<file path="config.mk">
export PLATFORM = sky130hd
export DESIGN_NAME = serial_tx_queue
export DESIGN_NICKNAME = d
export VERILOG_FILES = /design/src/rtl/stx_pkg.sv /design/src/rtl/stx_datapath.sv /design/src/rtl/stx_control.sv /design/src/rtl/serial_tx_queue.sv
export SDC_FILE = /design/constraint.sdc
export NUM_CORES = 1
export LEC_CHECK = 0
export ABC_AREA = 1
export CORE_ASPECT_RATIO = 0.75
export CORE_MARGIN = 5
export CORE_UTILIZATION = 63
export DETAILED_ROUTE_END_ITERATION = 8
export PLACE_DENSITY = 0.81
export SLEW_MARGIN = 25
export SYNTH_ARGS = -nofsm -noshare
export SYNTH_HDL_FRONTEND = slang
export SYNTH_HIERARCHICAL = 1
export SYNTH_SLANG_ARGS = --single-unit
</file>
<file path="constraint.sdc">
create_clock -name clk -period 5.3 [get_ports clk]
set_input_delay 0.795 -clock clk [delete_from_list [all_inputs] [get_ports clk]]
set_output_delay 0.795 -clock clk [all_outputs]
set_load 0.01 [all_outputs]
</file>
<file path="src/rtl/stx_pkg.sv">
package stx_pkg;
  localparam int BYTE_W = 8;
  localparam int OVS    = 16;
  localparam int TICK_W = $clog2(OVS);
  localparam int LEN_MIN = 5;

  typedef enum logic [2:0] {
    ST_IDLE,
    ST_START,
    ST_DATA,
    ST_PAR,
    ST_STOP
  } frameState_t;

  // parity[0]: enable, parity[1]: even / stick-zero, parity[2]: stick
  typedef struct packed {
    logic [2:0] parity;
    logic       twoStop;
    logic [1:0] lenCode;
  } txMode_t;

  typedef struct packed {
    logic popLoad;
    logic shiftOut;
  } txStrobe_t;

  localparam txMode_t MODE_RESET = '{parity: 3'b000, twoStop: 1'b0, lenCode: 2'b11};
endpackage

</file>
<file path="src/rtl/stx_datapath.sv">
module stx_datapath
  import stx_pkg::*;
#(
  parameter int DEPTH = 16
) (
  input  logic              clk,
  input  logic              rst_n,
  input  logic              wrEn,
  input  logic              wrAddr,
  input  logic [BYTE_W-1:0] wrData,
  input  txStrobe_t         strobe,
  input  logic              frameActive,
  output logic              fifoEmpty,
  output logic              lastEntry,
  output logic              pushOk,
  output txMode_t           modeQ,
  output logic              serialBit,
  output logic              parityBit,
  output logic              ovfSticky
);
  localparam int PTR_W = (DEPTH > 1) ? $clog2(DEPTH) : 1;
  localparam int CNT_W = $clog2(DEPTH + 1);

  logic [BYTE_W-1:0] mem [DEPTH];
  logic [PTR_W-1:0]  wrPtr, rdPtr;
  logic [CNT_W-1:0]  count;
  logic              full;
  logic              pop;
  logic [BYTE_W-1:0] keepBits;
  logic [BYTE_W-1:0] shiftReg;
  logic              sentOnes;
  logic              parNext;

  function automatic logic [PTR_W-1:0] stepPtr(input logic [PTR_W-1:0] p);
    return (p == PTR_W'(DEPTH - 1)) ? '0 : p + 1'b1;
  endfunction

  assign full      = (count == CNT_W'(DEPTH));
  assign fifoEmpty = (count == '0);
  assign lastEntry = (count == CNT_W'(1));
  assign pushOk    = wrEn && !wrAddr && !full;
  assign pop       = strobe.popLoad;

  always_ff @(posedge clk) begin
    if (pushOk) mem[wrPtr] <= wrData;
  end

  always_ff @(posedge clk or negedge rst_n) begin
    if (!rst_n) begin
      wrPtr <= '0;
      rdPtr <= '0;
      count <= '0;
    end else begin
      if (pushOk) wrPtr <= stepPtr(wrPtr);
      if (pop)    rdPtr <= stepPtr(rdPtr);
      case ({pushOk, pop})
        2'b10:   count <= count + 1'b1;
        2'b01:   count <= count - 1'b1;
        default: count <= count;
      endcase
    end
  end

  always_ff @(posedge clk or negedge rst_n) begin
    if (!rst_n) begin
      ovfSticky <= 1'b0;
      modeQ     <= MODE_RESET;
    end else begin
      if (wrEn && !wrAddr && full) ovfSticky <= 1'b1;
      if (wrEn && wrAddr && !frameActive && fifoEmpty) modeQ <= txMode_t'(wrData[5:0]);
    end
  end

  // mask off bits above the configured length
  generate
    for (genvar i = 0; i < BYTE_W; i++) begin : g_keep
      assign keepBits[i] = mem[rdPtr][i] && (i < (int'(modeQ.lenCode) + LEN_MIN));
    end
  endgenerate

  always_comb begin
    sentOnes = ^keepBits;
    if (modeQ.parity[2])      parNext = !modeQ.parity[1];
    else if (modeQ.parity[1]) parNext = sentOnes;
    else                      parNext = !sentOnes;
  end

  always_ff @(posedge clk or negedge rst_n) begin
    if (!rst_n) begin
      shiftReg  <= '0;
      parityBit <= 1'b0;
    end else if (pop) begin
      shiftReg  <= keepBits;
      parityBit <= parNext;
    end else if (strobe.shiftOut) begin
      shiftReg  <= shiftReg >> 1;
    end
  end

  assign serialBit = shiftReg[0];
endmodule

</file>
<file path="src/rtl/stx_control.sv">
module stx_control
  import stx_pkg::*;
(
  input  logic      clk,
  input  logic      rst_n,
  input  logic      baudTick,
  input  logic      fifoEmpty,
  input  logic      lastEntry,
  input  logic      pushOk,
  input  txMode_t   modeQ,
  input  logic      serialBit,
  input  logic      parityBit,
  input  logic      iirRead,
  input  logic      intEnable,
  output txStrobe_t strobe,
  output logic      txOut,
  output logic      frameActive,
  output logic      irq
);
  frameState_t       state, stateNx;
  logic [TICK_W-1:0] tickCnt;
  logic [2:0]        bitCnt, bitCntNx;
  logic              stopCnt, stopCntNx;
  logic              pend;
  logic              bitEnd;
  logic              lastData;

  assign bitEnd   = baudTick && (tickCnt == TICK_W'(OVS - 1));
  assign lastData = (bitCnt == ({1'b0, modeQ.lenCode} + 3'(LEN_MIN - 1)));

  always_comb begin
    stateNx   = state;
    bitCntNx  = bitCnt;
    stopCntNx = stopCnt;
    strobe    = '0;
    case (state)
      ST_IDLE: begin
        if (!fifoEmpty) begin
          strobe.popLoad = 1'b1;
          stateNx        = ST_START;
        end
      end
      ST_START: begin
        if (bitEnd) begin
          stateNx  = ST_DATA;
          bitCntNx = '0;
        end
      end
      ST_DATA: begin
        if (bitEnd) begin
          strobe.shiftOut = 1'b1;
          if (lastData) begin
            stateNx   = modeQ.parity[0] ? ST_PAR : ST_STOP;
            stopCntNx = 1'b0;
          end else begin
            bitCntNx = bitCnt + 1'b1;
          end
        end
      end
      ST_PAR: begin
        if (bitEnd) begin
          stateNx   = ST_STOP;
          stopCntNx = 1'b0;
        end
      end
      ST_STOP: begin
        if (bitEnd) begin
          if (modeQ.twoStop && !stopCnt) begin
            stopCntNx = 1'b1;
          end else if (!fifoEmpty) begin
            strobe.popLoad = 1'b1;
            stateNx        = ST_START;
          end else begin
            stateNx = ST_IDLE;
          end
        end
      end
      default: stateNx = ST_IDLE;
    endcase
  end

  always_ff @(posedge clk or negedge rst_n) begin
    if (!rst_n) begin
      state   <= ST_IDLE;
      tickCnt <= '0;
      bitCnt  <= '0;
      stopCnt <= 1'b0;
      pend    <= 1'b0;
    end else begin
      state   <= stateNx;
      bitCnt  <= bitCntNx;
      stopCnt <= stopCntNx;
      if (state == ST_IDLE) tickCnt <= '0;
      else if (baudTick)    tickCnt <= tickCnt + 1'b1;
      if (strobe.popLoad && lastEntry && !pushOk) pend <= 1'b1;
      else if (pushOk || iirRead)                 pend <= 1'b0;
    end
  end

  always_comb begin
    case (state)
      ST_START: txOut = 1'b0;
      ST_DATA:  txOut = serialBit;
      ST_PAR:   txOut = parityBit;
      default:  txOut = 1'b1;
    endcase
  end

  assign frameActive = (state != ST_IDLE);
  assign irq         = pend && intEnable;
endmodule

</file>
<file path="src/rtl/serial_tx_queue.sv">
module serial_tx_queue
  import stx_pkg::*;
#(
  parameter int FIFO_DEPTH = 16
) (
  input  logic       clk,
  input  logic       rst_n,
  input  logic       baudTick,
  input  logic       wrEn,
  input  logic       wrAddr,
  input  logic [7:0] wrData,
  input  logic       intEnable,
  input  logic       iirRead,
  output logic       txOut,
  output logic       thre,
  output logic       temt,
  output logic       irq,
  output logic       ovfSticky
);
  txStrobe_t strobe;
  txMode_t   modeQ;
  logic      fifoEmpty, lastEntry, pushOk;
  logic      serialBit, parityBit, frameActive;

  stx_datapath #(.DEPTH(FIFO_DEPTH)) u_dp (
    .clk(clk), .rst_n(rst_n), .wrEn(wrEn), .wrAddr(wrAddr), .wrData(wrData),
    .strobe(strobe), .frameActive(frameActive), .fifoEmpty(fifoEmpty),
    .lastEntry(lastEntry), .pushOk(pushOk), .modeQ(modeQ),
    .serialBit(serialBit), .parityBit(parityBit), .ovfSticky(ovfSticky)
  );

  stx_control u_ctl (
    .clk(clk), .rst_n(rst_n), .baudTick(baudTick), .fifoEmpty(fifoEmpty),
    .lastEntry(lastEntry), .pushOk(pushOk), .modeQ(modeQ),
    .serialBit(serialBit), .parityBit(parityBit), .iirRead(iirRead),
    .intEnable(intEnable), .strobe(strobe), .txOut(txOut),
    .frameActive(frameActive), .irq(irq)
  );

  assign thre = fifoEmpty;
  assign temt = fifoEmpty && !frameActive;
endmodule

</file>
; After elaboration in Yosys (flattened, before gate mapping)
; Memory sizes are Yosys's and may differ from the RTL's.
; Index checks and enable logic that the tools add are counted.
[word_totals]
mem_count = 1
mem_bits_rw = 128
reg_bits = 41
[mem_list]
columns = name, words, word_bits, read_ports, rd_ports_with_merged_regs, wr, line
row1 = u_dp.mem, 16, 8, 1, 0, 1, stx_datapath.sv:24  ; logic [BYTE_W-1:0] mem [DEPTH];
[classes]
add_sub_neg = 8
mux = 40
order_cmp = 8
reduce_logical = 41
eq_ne = 21
[ops]
columns = op, n
row1 = $lt A4 B32 Y1 const A, 4
row2 = $lt A3 B32 Y1 const A, 2
row3 = $mux W3, 11
row4 = $lt A1 B32 Y1 const A, 1
row5 = $lt A2 B32 Y1 const A, 1
row6 = $logic_and A1 B1 Y1, 20
row7 = $mux W1, 17
row8 = $mux W4, 4
row9 = $mux W8, 2
row10 = $pmux W3 S5, 1
row11 = $add A4 B1 Y4 const B, 3
row12 = $eq A4 B4 Y1 const B, 3
row13 = $ne A2 B1 Y1 const B, 6
row14 = $pmux W5 S2, 1
row15 = $reduce_bool A2 Y1, 5
row16 = $reduce_xor A8 Y1, 1
row17 = $logic_not A1 Y1, 7
row18 = $reduce_and A7 Y1, 1
row19 = $eq A3 B2 Y1 const B, 2
row20 = $ne A2 B2 Y1 const B, 3
row21 = $pmux W1 S3, 2
row22 = $pmux W3 S2, 1
row23 = $reduce_and A6 Y1, 1
row24 = $reduce_bool A3 Y1, 2
row25 = 17 further kinds, 17

; Logic depth before layout (Yosys ltp)
; Gate-level depths: netlist (run 1).
[depth]
word_depth = 8
mapped_depth = 19
depth_no_buf = 18

; Modules after synthesis
; The synthesis (run 1) kept the hierarchy.
[by_module_without_submodules]
columns = module, seq_area_each_um2, cells_per_inst, instances, area_per_inst_um2
row1 = stx_datapath, 4571.9, 784, 1, 7445.9
row2 = stx_control, 300.3, 115, 1, 868.3
row3 = serial_tx_queue, 0.0, 2, 1, 10.0

; Worst setup path after synthesis (run 1)
; Ideal clock, no wire load.
[synth_path]
path_kind = input port to flip-flop
startpoint = in wrEn
endpoint = reg u_dp.count[2]
path_slack_ns = 3.080
cell_stages = 8
path_buffers = 0
arrival_ns = 2.102
setup_time_ns = 0.118
cell_sequence = inv_1 > nor3_2 > inv_1 > ha_1 > nor2_1 > o21ai_0 > xor2_1 > inv_1
[synth_via]
elab_chain_cells = 4
elab_cells_between_ends = 6
[synth_rtl]
columns = item, line
row1 = "start, declared", serial_tx_queue.sv:9  ; input logic wrEn,
row2 = $logic_and A1 B1 Y1 (*) (2 in series), stx_datapath.sv:41  ; assign pushOk = wrEn && !wrAddr && !full;
row3 = via pushOk, serial_tx_queue.sv:22  ; logic fifoEmpty, lastEntry, pushOk;
row4 = $eq A2 B1 Y1 / $eq A2 B2 Y1 (equally long branches), stx_datapath.sv:56  ; case ({pushOk, pop})
row5 = $pmux W5 S2 / $reduce_bool A2 Y1 (equally long branches), -
row6 = "end signal, assigned", stx_datapath.sv:57  ; 2'b10: count <= count + 1'b1;
row7 = "end signal, assigned", stx_datapath.sv:58  ; 2'b01: count <= count - 1'b1;
row8 = "end signal, assigned", stx_datapath.sv:59  ; default: count <= count;
row9 = "end, declared", stx_datapath.sv:26  ; logic [CNT_W-1:0] count;
; The timed path passes the listed nets; every way through them passes the cells marked *.
; A chain may end at the register's enable or synchronous reset.

; Worst setup path after layout (run 1)
[layout_path]
startpoint = reg u_dp.count[1]
endpoint = out temt
[layout_via]
elab_chain_cells = 2
[layout_rtl]
columns = item, line
row1 = $logic_not A5 Y1, stx_datapath.sv:39  ; assign fifoEmpty = (count == '0);
row2 = $logic_and A1 B1 Y1, serial_tx_queue.sv:41  ; assign temt = fifoEmpty && !frameActive;
row3 = "end, declared", serial_tx_queue.sv:16  ; output logic temt,
; No other way between the ends.

==> results.toml, run 1 <==
[synthesis]
synth_top_cells_by_area = "edfxtp_1 (46%), nand2_1 (14%), dfrtp_1 (12%), nand3_1 (6.9%), inv_1 (5.7%)"
yosys.cell_types.count = 44
ys_seq_area_share_pct = 58.5
summed_instance_area_of_the_synthesized_netlist_um2 = 8320
synth_area_per_cell_um2 = 9.24
synth_flop_cell = "edfxtp_1"
post-synth-top-area-fraction_pct = 46.2
synth-seq-cells = 169
yosysWarningCount = 6
cells_after_synth = 901
mappedNetlistNets = 928
synthArstFlopShare_pct = 24.3
synth_top_cell_by_area = "edfxtp_1"
synth-edff-count = 128
count_leader_synth = "nand2_1"
synth_top_cells_by_count = "nand2_1 (304), edfxtp_1 (128), inv_1 (126)"

[power]
peakVddDrop_mv = 0.481
power_density_nw_per_um2 = 554
cellLeakagePower_nw = 4.08

[cells_and_area]
areaGrowthSynthToFinish_pct = 9.83
insertedDiodeCount = 0
finish.net_count = 937
post_route_cells_drive_above_1_share_pct = 8.35

[floorplanning]
ioPinCount = 20
coreArea_um2 = 13000
area_of_the_die_um2 = 15600
rows = 36
chipWidth_um = 143
die_h_um = 110
initial_util_pct = 64.2

[sta]
setup_tns_ps = 0
timing.final.max_slew_violations = 0
final_min_period_over_clock_period_pct = 57.4
hold_viol = 0
slew_headroom_pct = 36.5
tightestPinTransition_ps = 949
finalSetupViolations = 0
finalCriticalPeriod_ps = 3040
grt_setup_unrepaired = "no"
max_freq_mhz = 329
timing.final.ws_setup_ps = 2260
finalClockSkew_ps = 8.31

[drt]
finalWirelength_um = 19000
drt_drc_violations_left = 0
count_of_vias_placed_by_the_detailed_router = 6132
drt-initial-drc-count = 726
drtPass1Iterations = 7
vias_per_cell = 5.61
wire_length_per_cell_um = 17.4
final_antenna_net_count = 0

[placement]
detailedPlacementHpwl_um = 11800
placement.io_buffers = 19
detailedPlace.worstSlack_ps = 2020
gp_routability_congestion = 0.873

[setup_path]
setup.worst_path.end_class = "output port"
ff2ff_setup_slack_ps = 2510
r2r_start = "u_dp/count[0]"
cp.arrival_ps = 2240
crit_path_kind = "reg -> out"
critical-path-top-delay-family = "buffers and inverters"
worst_path_most_repeated_cell = "inv_1"
crit_path_top_delay_cell = "clkdlybuf4s50_1"
timing.critical_path.required_ps = 4510
max_stage_delay_ps = 530
crit_path_cell_trace = "inv_1 -> ha_1 -> nand2_1 -> nor2_1 -> inv_1 -> nor2_2 -> clkdlybuf4s50_1"
timing.critical_path.from = "u_dp/count[1]"
worst-path-max-fanout = 5
worstSetupStartpointType = "flip-flop"
bufs_and_invs_on_worst_path = 3

[cts]
cts_inserted_buffers = 17
tritoncts = "yes"
insertion_delay_ps = 430
h_tree_level_count = 4
cts_hold_buffers = 0
clk_pin_slew_ps = 60
postCtsSetupBuffers = 0
ctsLongestPathBuffers = 2
number_of_clock_sinks = 169
root_buffer = "clkbuf_16"
cts-resized-gates = 0

[global_route]
overflow = 0
grt_usage_pct = 25.5
first_pass_grt_wire_length_um = 29800
grt_max_degree = 76
grt_pass1_vias = 5696
antenna_found_initial = 0

[status]
run_status = "complete, no violations"

[hold_path]
timing.hold.worst.class = "in -> async"

[job]
cap_viol_max_count = 0
[placed cells by master, fill, tap and decap left out, types with 5 or more instances in the layout]
| cell type | Yosys | layout |
|---|---|---|
| o21ai_1 | 5 | 5 |
| clkdlybuf4s50_1 | 0 | 18 |
| xor2_1 | 5 | 5 |
| nor2_1 | 38 | 38 |
| nand2_2 | 10 | 10 |
| edfxtp_1 | 128 | 128 |
| o21ai_0 | 15 | 15 |
| dfrtp_1 | 39 | 38 |
| inv_1 | 126 | 126 |
| nand4_1 | 8 | 8 |
| nand2_1 | 304 | 304 |
| inv_6 | 0 | 5 |
| nand3_1 | 115 | 115 |
| ha_1 | 12 | 12 |
| clkbuf_16 | 0 | 17 |
| a21oi_1 | 8 | 8 |
[per-layer routing]
layer	part of all wire [%]	vias up	GRT usage [%]	wire length (um)
met1	43	2854	37.3	8160
li1	-	2922	-	-
met5	0	-	0	0
met2	45	325	38.8	8540
met3	10	31	5.78	1960
met4	1.6	0	7.46	313
[final cells by class]
cell class	count	area [um^2]
clock buffers	17	425
inverters	134	512
clock inverters	14	194
multi-input cells	566	2710
repair buffers	22	210
well taps	171	214
fillers	940	3830
flip-flops and latches	169	4870
[sequential cells by signal, indices dropped and copies added, names as in the netlist]
signal / count
u_ctl/bitCnt: 3
u_ctl/pend: 1
u_ctl/state: 3
u_ctl/stopCnt: 1
u_ctl/tickCnt: 4
u_dp/count: 5
u_dp/mem: 128
u_dp/modeQ: 6
u_dp/ovfSticky: 1
u_dp/parityBit: 1
u_dp/rdPtr: 4
u_dp/shiftReg: 8
u_dp/wrPtr: 4
[final timing paths]
path / end / depth (start not counted)
setup / recovery: temt / 7
hold / removal: u_dp/shiftReg[3] / 1
setup reg to reg: u_dp/mem[4][3] / 7
hold reg to reg: u_ctl/stopCnt / 2
max in group asynchronous: u_dp/rdPtr[0] / 1
min in group clk: u_ctl/stopCnt / 2
[per-stage QoR]
step | cells | area [um^2] | power (W) | util [%] | hold slack (ps)
2_1_floorplan | 901 | 8320 | 0.00331 | - | 443
3_3_place_gp | 1062 | 8520 | 0.00368 | 65.7 | 463
3_5_place_dp | 1062 | 8520 | 0.00373 | 65.7 | 476
4_1_cts | 1093 | 9140 | 0.00505 | 70.4 | 491
5_1_grt | 1093 | 9140 | 0.00540 | 70.5 | 388
6_report | 1093 | 9140 | 0.00506 | 70.5 | 342
[cell families after synthesis]
kind of cell,synth area share [%]
AND/OR/NAND/NOR,26.6
flip-flops,58.5
buffers and inverters,8.87
AO/OA/AOI/OAI,3.07
adder cells (fa/ha/maj),1.80
XOR/XNOR,0.842
multiplexers,0.271
[power by group]
| part | internal, W | switching (W) | total (W) |
|---|---|---|---|
| sequential | 0.00161 | 0.000138 | 0.00175 |
| clock | 0.000789 | 0.000514 | 0.00130 |
| combinational | 0.000623 | 0.00139 | 0.00201 |
No activity file was read; power rests on OpenSTA's default activity.
==> run 2: changes to the inputs <==
--- a/config.mk
+++ b/config.mk
@@ -8,9 +8,9 @@
 export ABC_AREA = 1
 export CORE_ASPECT_RATIO = 0.75
 export CORE_MARGIN = 5
-export CORE_UTILIZATION = 63
+export CORE_UTILIZATION = 56
 export DETAILED_ROUTE_END_ITERATION = 8
-export PLACE_DENSITY = 0.81
+export PLACE_DENSITY = 0.76
 export SLEW_MARGIN = 25
 export SYNTH_ARGS = -nofsm -noshare
 export SYNTH_HDL_FRONTEND = slang
==> constraint.sdc (replaced) <==
create_clock -name clk -period 2.55 [get_ports clk]
set_input_delay 0.3825 -clock clk [delete_from_list [all_inputs] [get_ports clk]]
set_output_delay 0.3825 -clock clk [all_outputs]
set_load 0.01 [all_outputs]
==> run 2 against run 1 <==
Final cell count is 6.1% higher. Sequential power up 110%. Count of clock-buffer cells in the layout is 1 higher.
==> results.toml, run 2 (synthesized netlist as in run 1, its figures left out) <==
[drt]
detailed_route_wirelength_on_metal3_um = 1640
highest_layer = "met4"
routedLengthMet1_um = 8610
drt-initial-drc-count = 703
drt_drc_violations_left = 0
drtPass1Iterations = 5
final_antenna_net_count = 0
count_of_vias_placed_by_the_detailed_router = 6133
finalWirelength_um = 18700
met2_wirelength_um = 8300
wire_length_per_cell_um = 16.1
vias_per_cell = 5.29

[sta]
finalCriticalPeriod_ps = 2430
finalSetupViolations = 0
setup_tns_ps = 0
grt_setup_unrepaired = "no"
hold_viol = 0
final_min_period_over_clock_period_pct = 95.4
timing.final.max_slew_violations = 0
tightestPinTransition_ps = 764
slew_headroom_pct = 48.9
max_freq_mhz = 411
finalClockSkew_ps = 7.97

[setup_path]
crit_path_kind = "reg -> out"
cp.arrival_ps = 2050
setup.worst_path.end_class = "output port"
crit_path_top_delay_cell = "clkdlybuf4s50_1"
worst-path-max-fanout = 5
worst_path_most_repeated_cell = "inv_1"
max_stage_delay_ps = 530
crit_path_cell_trace = "inv_1 -> ha_1 -> nand2_1 -> nor2_4 -> inv_1 -> nor2_2 -> clkdlybuf4s50_1"
worstSetupStartpointType = "flip-flop"
timing.critical_path.required_ps = 2170

[hold_path]
timing.hold.worst.class = "reg -> reg"

[cts]
tritoncts = "yes"
clk_pin_slew_ps = 60
insertion_delay_ps = 430
cts_inserted_buffers = 17
h_tree_level_count = 4
number_of_clock_sinks = 169
ctsLongestPathBuffers = 2
root_buffer = "clkbuf_16"

[placement]
placement.io_buffers = 19
detailedPlacementHpwl_um = 12300
gp_routability_congestion = 0.880
dp.cells = 1124

[floorplanning]
rows = 38
coreArea_um2 = 14500
ioPinCount = 20
area_of_the_die_um2 = 17400
initial_util_pct = 57.4
die_h_um = 116
chipWidth_um = 151

[cells_and_area]
finish.net_count = 974
reg_top3 = "u_dp/mem x128, u_dp/shiftReg x8, u_dp/modeQ x6"
final.fill_count = 1126
post_route_cells_drive_above_1_share_pct = 12.3
largest_reg_flops = 128
layout_common_cells = "nand2_1 (304), edfxtp_1 (128), inv_1 (125), nand3_1 (115), buf_4 (39)"
insertedDiodeCount = 0
registers.top_by_ff_count = "u_dp/mem"
areaGrowthSynthToFinish_pct = 14.1
layout.cells.non_filler = 1160
mostFrequentLayoutCell = "nand2_1"

[power]
sw_frac_of_total_pct = 39.5
cellInternalPower_w = 0.00650
peakVddDrop_mv = 0.755
cellLeakagePower_nw = 4.28
clockPowerShare_pct = 25.6
power_density_nw_per_um2 = 1130
total_switching_power_w = 0.00424
comb_power_share_pct = 40.6
p_seq_share_pct = 33.8

[global_route]
antenna_found_initial = 0
grt_pass1_vias = 5884
grt_max_degree = 42
grt_usage_pct = 23.1
first_pass_grt_wire_length_um = 30500
overflow = 0

[job]
cap_viol_max_count = 0

[status]
run_status = "complete, no violations"
-- run 2: per-stage QoR --
step | instance area, um^2 | total power [W] | hold slack (ps) | setup slack [ps] | util [%]
3_5_place_dp | 8820 | 0.00791 | 448 | 154 | 60.8
5_1_grt | 9490 | 0.0115 | 513 | 1.63 | 65.5
2_1_floorplan | 8320 | 0.00687 | 86.9 | 379 | -
6_report | 9490 | 0.0107 | 464 | 118 | 65.5
4_1_cts | 9450 | 0.0107 | 134 | 12.2 | 65.2
3_3_place_gp | 8820 | 0.00780 | 444 | 234 | 60.8
-- run 2: layout make-up --
cell class | instances | area (um^2) | area share, %
Sequential cell | 169 | 4870 | 51.3
Multi-Input combinational cell | 566 | 2720 | 28.7
Inverter | 134 | 510 | 5.38
Timing Repair Buffer | 59 | 503 | 5.30
Clock buffer | 18 | 439 | 4.63
Tap cell | 200 | 250 | 2.64
Clock inverter | 14 | 195 | 2.06
-- run 2: what timing repair did --
action                                 4_1_cts  5_1_grt
setup endpoints to repair                    1        1
setup buffers                                0        3
hold buffers                                 0        1
endpoints found under the hold margin        0       39
pin swaps                                    0        1
resized for setup                            1        3
-- run 2: worst max-delay path, delay by kind of cell (launching register included) --
kind	cells	cell delay [ps]
buf+inv	3	680
flops	1	420
simple gates	3	350
fa+ha+maj	1	170
-- run 2: power by group through the flow --
stage,clock (W),combinational [W],sequential [W]
floorplan,0,0.00328,0.00359
global placement,0,0.00414,0.00366
detailed placement,0,0.00424,0.00367
CTS,0.00279,0.00428,0.00362
global route,0.00289,0.00497,0.00367
finish,0.00275,0.00436,0.00363
-- run 2: path summary, 6_finish.rpt --
kind | cells past startpoint | end | start | slack (ps)
max | 7 | temt | u_dp/count[0] | 120
min | 1 | u_dp/ovfSticky | u_dp/ovfSticky | 460
max reg2reg | 17 | u_dp/parityBit | u_dp/rdPtr[0] | 270
min reg2reg | 1 | u_dp/ovfSticky | u_dp/ovfSticky | 460
max in group asynchronous | 2 | u_dp/rdPtr[0] | rst_n | 1670
min in group asynchronous | 2 | u_dp/count[1] | rst_n | 470
-- run 2: metal layers --
metal	GRT usage, %	up-vias
li1	-	3000
met1	33.5	2871
met2	35.6	246
met3	5.75	16
met4	5.62	0
met5	0	-
